**src/rtl/pbl_pkg.sv**
```systemverilog
package pbl_pkg;
  typedef enum logic [1:0] {
    RSN_NONE  = 2'd0,
    RSN_BOUND = 2'd1,
    RSN_FIFO  = 2'd2,
    RSN_STOP  = 2'd3
  } rsn_e;
endpackage

```
**src/rtl/pbl_limit_sel.sv**
```systemverilog
module pbl_limit_sel #(
  parameter int LIM_W        = 16,
  parameter int NREQ         = 8,
  parameter int ID_W         = 3,
  parameter int MASKED_BEATS = 256
) (
  input  logic             read_i,
  input  logic             dma_i,
  input  logic             master_i,
  input  logic [ID_W-1:0]  req_id_i,
  input  logic [NREQ-1:0]  req_mask_i,
  input  logic [LIM_W-1:0] limit_i,
  output logic             bound_en_o,
  output logic [LIM_W-1:0] bound_mask_o
);
  localparam logic [LIM_W-1:0] FIXED_LIM = LIM_W'(MASKED_BEATS);

  logic             use_fixed;
  logic [LIM_W-1:0] src_lim;

  // masked requesters on the master side get the fixed window
  assign use_fixed = master_i && req_mask_i[req_id_i];
  assign src_lim   = use_fixed ? FIXED_LIM : limit_i;

  // round down to a power of two: highest set bit wins
  always_comb begin
    bound_mask_o = '0;
    for (int i = 0; i < LIM_W; i++) begin
      if (src_lim[i]) bound_mask_o = (LIM_W'(1) << i) - LIM_W'(1);
    end
  end

  assign bound_en_o = read_i && !dma_i && (src_lim != '0);
endmodule

```
**src/rtl/pbl_burst_ctx.sv**
```systemverilog
module pbl_burst_ctx (
  input  logic clk,
  input  logic rst_n,
  input  logic start_i,
  input  logic done_i,
  input  logic read_i,
  input  logic dma_i,
  input  logic master_i,
  input  logic lat_timeout_i,
  output logic active_o,
  output logic read_o,
  output logic dma_o,
  output logic master_o,
  output logic timeout_o
);
  logic to_seen_q;

  always_ff @(posedge clk or negedge rst_n) begin
    if (!rst_n) begin
      active_o  <= 1'b0;
      read_o    <= 1'b0;
      dma_o     <= 1'b0;
      master_o  <= 1'b0;
      to_seen_q <= 1'b0;
    end else if (start_i) begin
      active_o  <= 1'b1;
      read_o    <= read_i;
      dma_o     <= dma_i;
      master_o  <= master_i;
      to_seen_q <= 1'b0;
    end else if (done_i) begin
      active_o  <= 1'b0;
      to_seen_q <= 1'b0;
    end else if (active_o && master_o && lat_timeout_i) begin
      to_seen_q <= 1'b1;
    end
  end

  assign timeout_o = active_o && master_o && (lat_timeout_i || to_seen_q);

  AST_TIMEOUT_HELD: assert property (@(posedge clk) disable iff (!rst_n)
    (timeout_o && !start_i && !done_i) |=> timeout_o);
endmodule

```
**src/rtl/pbl_addr_track.sv**
```systemverilog
module pbl_addr_track #(
  parameter int ADDR_W = 30,
  parameter int LIM_W  = 16
) (
  input  logic              clk,
  input  logic              rst_n,
  input  logic              start_i,
  input  logic              beat_i,
  input  logic              active_i,
  input  logic [ADDR_W-1:0] start_addr_i,
  input  logic              bound_en_i,
  input  logic [LIM_W-1:0]  bound_mask_i,
  output logic              hit_o
);
  logic [ADDR_W-1:0] cur_q;
  logic              en_q;
  logic [LIM_W-1:0]  mask_q;
  logic [LIM_W-1:0]  next_low;

  always_ff @(posedge clk or negedge rst_n) begin
    if (!rst_n) begin
      cur_q  <= '0;
      en_q   <= 1'b0;
      mask_q <= '0;
    end else if (start_i) begin
      cur_q  <= start_addr_i;
      en_q   <= bound_en_i;
      mask_q <= bound_mask_i;
    end else if (active_i && beat_i) begin
      cur_q  <= cur_q + ADDR_W'(1);
    end
  end

  // next beat would land on an aligned boundary: this beat is the last
  assign next_low = cur_q[LIM_W-1:0] + LIM_W'(1);
  assign hit_o    = en_q && ((next_low & mask_q) == '0);

  AST_HIT_CLEARS: assert property (@(posedge clk) disable iff (!rst_n)
    (hit_o && mask_q != '0 && active_i && beat_i && !start_i) |=> !hit_o);
endmodule

```
**src/rtl/pbl_term_arb.sv**
```systemverilog
module pbl_term_arb
  import pbl_pkg::*;
(
  input  logic active_i,
  input  logic master_i,
  input  logic fifo_avail_i,
  input  logic hit_i,
  input  logic timeout_i,
  output logic term_o,
  output rsn_e reason_o
);
  logic fifo_stall;

  assign fifo_stall = active_i && !master_i && !fifo_avail_i;

  always_comb begin
    reason_o = RSN_NONE;
    if (active_i) begin
      if (timeout_i)       reason_o = RSN_STOP;
      else if (hit_i)      reason_o = RSN_BOUND;
      else if (fifo_stall) reason_o = RSN_FIFO;
    end
  end

  assign term_o = (reason_o != RSN_NONE);
endmodule

```
**src/rtl/pbl_limiter.sv**
```systemverilog
module pbl_limiter
  import pbl_pkg::*;
#(
  parameter int ADDR_W       = 30,
  parameter int LIM_W        = 16,
  parameter int NREQ         = 8,
  parameter int MASKED_BEATS = 256,
  localparam int ID_W        = (NREQ > 1) ? $clog2(NREQ) : 1
) (
  input  logic              clk,
  input  logic              rst_n,
  input  logic              start_i,
  input  logic [ADDR_W-1:0] start_addr_i,
  input  logic              read_i,
  input  logic              dma_i,
  input  logic              master_i,
  input  logic [ID_W-1:0]   req_id_i,
  input  logic [NREQ-1:0]   req_mask_i,
  input  logic [LIM_W-1:0]  limit_i,
  input  logic              beat_i,
  input  logic              done_i,
  input  logic              lat_timeout_i,
  input  logic              fifo_avail_i,
  output logic              term_o,
  output logic [1:0]        reason_o
);
  logic             bound_en;
  logic [LIM_W-1:0] bound_mask;
  logic             active, read_q, dma_q, master_q, timeout;
  logic             hit;
  rsn_e             rsn;

  pbl_limit_sel #(
    .LIM_W(LIM_W), .NREQ(NREQ), .ID_W(ID_W), .MASKED_BEATS(MASKED_BEATS)
  ) u_sel (
    .read_i(read_i), .dma_i(dma_i), .master_i(master_i),
    .req_id_i(req_id_i), .req_mask_i(req_mask_i), .limit_i(limit_i),
    .bound_en_o(bound_en), .bound_mask_o(bound_mask)
  );

  pbl_burst_ctx u_ctx (
    .clk(clk), .rst_n(rst_n), .start_i(start_i), .done_i(done_i),
    .read_i(read_i), .dma_i(dma_i), .master_i(master_i),
    .lat_timeout_i(lat_timeout_i),
    .active_o(active), .read_o(read_q), .dma_o(dma_q),
    .master_o(master_q), .timeout_o(timeout)
  );

  pbl_addr_track #(.ADDR_W(ADDR_W), .LIM_W(LIM_W)) u_addr (
    .clk(clk), .rst_n(rst_n), .start_i(start_i), .beat_i(beat_i),
    .active_i(active), .start_addr_i(start_addr_i),
    .bound_en_i(bound_en), .bound_mask_i(bound_mask), .hit_o(hit)
  );

  pbl_term_arb u_arb (
    .active_i(active), .master_i(master_q), .fifo_avail_i(fifo_avail_i),
    .hit_i(hit), .timeout_i(timeout), .term_o(term_o), .reason_o(rsn)
  );

  assign reason_o = rsn;

  AST_IDLE_QUIET: assert property (@(posedge clk) disable iff (!rst_n)
    !active |-> (!term_o && reason_o == 2'd0));
  AST_TERM_HAS_REASON: assert property (@(posedge clk) disable iff (!rst_n)
    term_o |-> (reason_o != 2'd0));
  AST_FIFO_TARGET_ONLY: assert property (@(posedge clk) disable iff (!rst_n)
    (reason_o == 2'd2) |-> (!master_q && !fifo_avail_i));
  AST_FIFO_STALL_TERM: assert property (@(posedge clk) disable iff (!rst_n)
    (active && !master_q && !fifo_avail_i) |-> term_o);
  AST_DMA_UNBOUNDED: assert property (@(posedge clk) disable iff (!rst_n)
    (active && dma_q) |-> (reason_o != 2'd1));
  AST_WRITE_UNBOUNDED: assert property (@(posedge clk) disable iff (!rst_n)
    (active && !read_q) |-> (reason_o != 2'd1));
  AST_STOP_MASTER_ONLY: assert property (@(posedge clk) disable iff (!rst_n)
    (reason_o == 2'd3) |-> master_q);
endmodule

```
**config.mk**
```make
export PLATFORM = sky130hd
export DESIGN_NAME = pbl_limiter
export DESIGN_NICKNAME = d
export VERILOG_FILES = /design/src/rtl/pbl_pkg.sv /design/src/rtl/pbl_limit_sel.sv /design/src/rtl/pbl_burst_ctx.sv /design/src/rtl/pbl_addr_track.sv /design/src/rtl/pbl_term_arb.sv /design/src/rtl/pbl_limiter.sv
export SDC_FILE = /design/constraint.sdc
export NUM_CORES = 1
export LEC_CHECK = 0
export BUFFER_PORTS_ARGS = -buffer_cell sky130_fd_sc_hd__buf_2
export CORE_ASPECT_RATIO = 0.5
export CORE_UTILIZATION = 30
export DETAILED_ROUTE_END_ITERATION = 6
export HOLD_SLACK_MARGIN = 0.03
export PLACE_DENSITY = 0.55
export SLEW_MARGIN = 25
export SYNTH_ARGS = -nofsm -noshare
export SYNTH_HDL_FRONTEND = slang
export SYNTH_HIERARCHICAL = 1
export SYNTH_SLANG_ARGS = --single-unit
```
**constraint.sdc**
```tcl
create_clock -name clk -period 5.8 [get_ports clk]
set_clock_uncertainty 0.1 [all_clocks]
set_input_delay 0.87 -clock clk [delete_from_list [all_inputs] [get_ports clk]]
set_output_delay 0.87 -clock clk [all_outputs]
set_load 0.02 [all_outputs]
```
==> results.json <==
{
  "outcome": "finished clean",
  "min_to": "u_addr/mask_q[4]",
  "final_cell_mix": "buf_2 (55), dfrtp_1 (36), nand2_1 (35)",
  "die_h_um": 63.4,
  "h-tree-depth": 2,
  "layout_min_cycle_time_ns": 4.01,
  "tightest_slew_ns": 0.878,
  "overflow": 0,
  "r2r_end": "u_addr/cur_q[10]",
  "worst_ep_arrival_time_ns": 3.04,
  "dp_hpwl_um": 3650,
  "dpl_cell_area_um2": 2610,
  "rsz0062_at_grt": "no",
  "cts_setup_buffers": 0,
  "fin_nets": 359,
  "clock-sinks": 36,
  "start_util": 0.325,
  "crit_fanout": 7,
  "path_class": "reg -> out",
  "wl_per_cell_um": 12.6,
  "vias_per_cell": 4.78,
  "rrSetupSlack_ns": 3.85,
  "grt_use_total": 0.132,
  "power_density_nw_per_um2": 247,
  "r2r_cells": 6,
  "synth_area_um2": 2260,
  "cts_root_buf": "clkbuf_16",
  "cts_buffers": 5,
  "fin_crit_sh": 0.692,
  "final_common_cell": "buf_2",
  "grt_antenna_before_repair": 0,
  "ff_latch_area_um2": 901,
  "crit_chain": "ha_1, nand3_2, nor4_1, xor2_1, a22o_1, a221o_1, nor4b_2, nor3_2, o21a_1, buf_2",
  "p_total_uw": 682,
  "multi_input_area_um2": 1280,
  "wl_met2_um": 2160,
  "drtIter0Drc": 113,
  "syn_nets": 307,
  "insertion_delay_ns": 0.27,
  "avgSynthCellArea_um2": 9.45,
  "drv_slew": 0,
  "yosysWarningCount": 6,
  "drt_wl_total_um": 4820,
  "crit_required_ns": 4.83,
  "cts_resized": 0,
  "synthCells": 239,
  "grt_pass1_wl_um": 8450,
  "cts_tree": "yes",
  "path_buf_inv": 1,
  "top_layer_used": "met4",
  "std_cell_rows": 21,
  "critPathMaxStageDelay_ns": 0.55,
  "hold_viol_final": 0,
  "ir_worst_vdd_mv": 0.106,
  "fin_setup_tns_ns": 0,
  "grt_pass1_vias": 1912,
  "firstDrtPassIters": 4,
  "cts-hold-fix-buffers": 0,
  "slew_headroom": 0.415,
  "cp_slowest_cell": "nor4b_2",
  "antenna_cells": 0,
  "fmax_ghz": 0.249,
  "timing.rr.start": "u_addr/cur_q[0]",
  "ant_nets": 0,
  "finalSetupViolations": 0,
  "crit_family": "simple AND/OR/NAND/NOR gates",
  "min-delay-start": "u_addr/mask_q[4]",
  "layout-drive-gt1-share": 0.323,
  "cap_violations": 0,
  "leakage_nw": 1.15,
  "design_area_um2": 2760,
  "gp_congestion": 0.775,
  "nFillCells": 701,
  "cp-start-kind": "flip-flop",
  "drc": 0,
  "placedCellCount": 376,
  "wl_met3_um": 181,
  "clk_pin_slew_ns": 0.06,
  "cp-end-kind": "output port",
  "die_x_um": 125,
  "met1_length_um": 2450,
  "hp-class": "reg -> reg",
  "syn2layout_area_growth_pct": 22.1,
  "min_delay_path_depth": 1,
  "io_buffers": 55,
  "final_cells": 383,
  "die_area_um2": 7900,
  "io_pins": 70,
  "vias": 1830,
  "clockBufferDepth": 2,
  "core_um2": 6960,
  "grt_max_degree": 55
}
[worst max path at each step]
| stage | from | to | slack [ns] | cells past startpoint |
|---|---|---|---|---|
| after detailed placement | u_addr/cur_q[0] | reason_o[1] | 2.10 | 10 |
| after global routing | u_addr/cur_q[0] | reason_o[1] | 1.56 | 10 |
| final | u_addr/cur_q[0] | reason_o[1] | 1.79 | 10 |
| after floorplan | u_addr/cur_q[0] | reason_o[1] | 2.52 | 9 |
| after global placement | u_addr/cur_q[0] | reason_o[1] | 2.12 | 10 |
| after CTS | u_addr/cur_q[0] | reason_o[1] | 1.78 | 10 |
[metrics by stage]
step	setup WS (ns)	utilization	hold WS [ns]
floorplan	2.52	-	0.380
global placement	2.12	0.374	0.393
detailed placement	2.10	0.374	0.397
CTS	1.78	0.396	0.410
global route	1.56	0.396	0.430
finish	1.79	0.396	0.409
[layout make-up]
class                      instances  area share
inverter                           8      0.0109
clock buffer                       7      0.0553
multi-input combinational        185       0.466
tap                               92      0.0417
timing repair buffer              55      0.0998
sequential                        36       0.327
[report_power, final]
part | total, mW | internal [mW] | leakage [nW] | switching (mW)
combinational | 0.109 | 0.0547 | 0.668 | 0.0544
clock | 0.275 | 0.180 | 0.0760 | 0.0953
sequential | 0.298 | 0.272 | 0.406 | 0.0254
total | 0.682 | 0.507 | 1.15 | 0.175
[per-layer routing]
layer  vias to the layer above  global-route usage
li1                        933                   -
met1                       873               0.172
met2                        22               0.221
met3                         2              0.0348
met4                         0              0.0301
met5                         -                   0
[flip-flops by register name, summed over array words and instances, names as in the netlist]
name / count
u_addr/en_q: 1
u_addr/mask_q: 16
u_ctx/to_seen_q: 1
u_addr/cur_q: 16
u_ctx/active_o: 1
u_ctx/master_o: 1
Note: power is estimated with default switching activity, not from simulation.
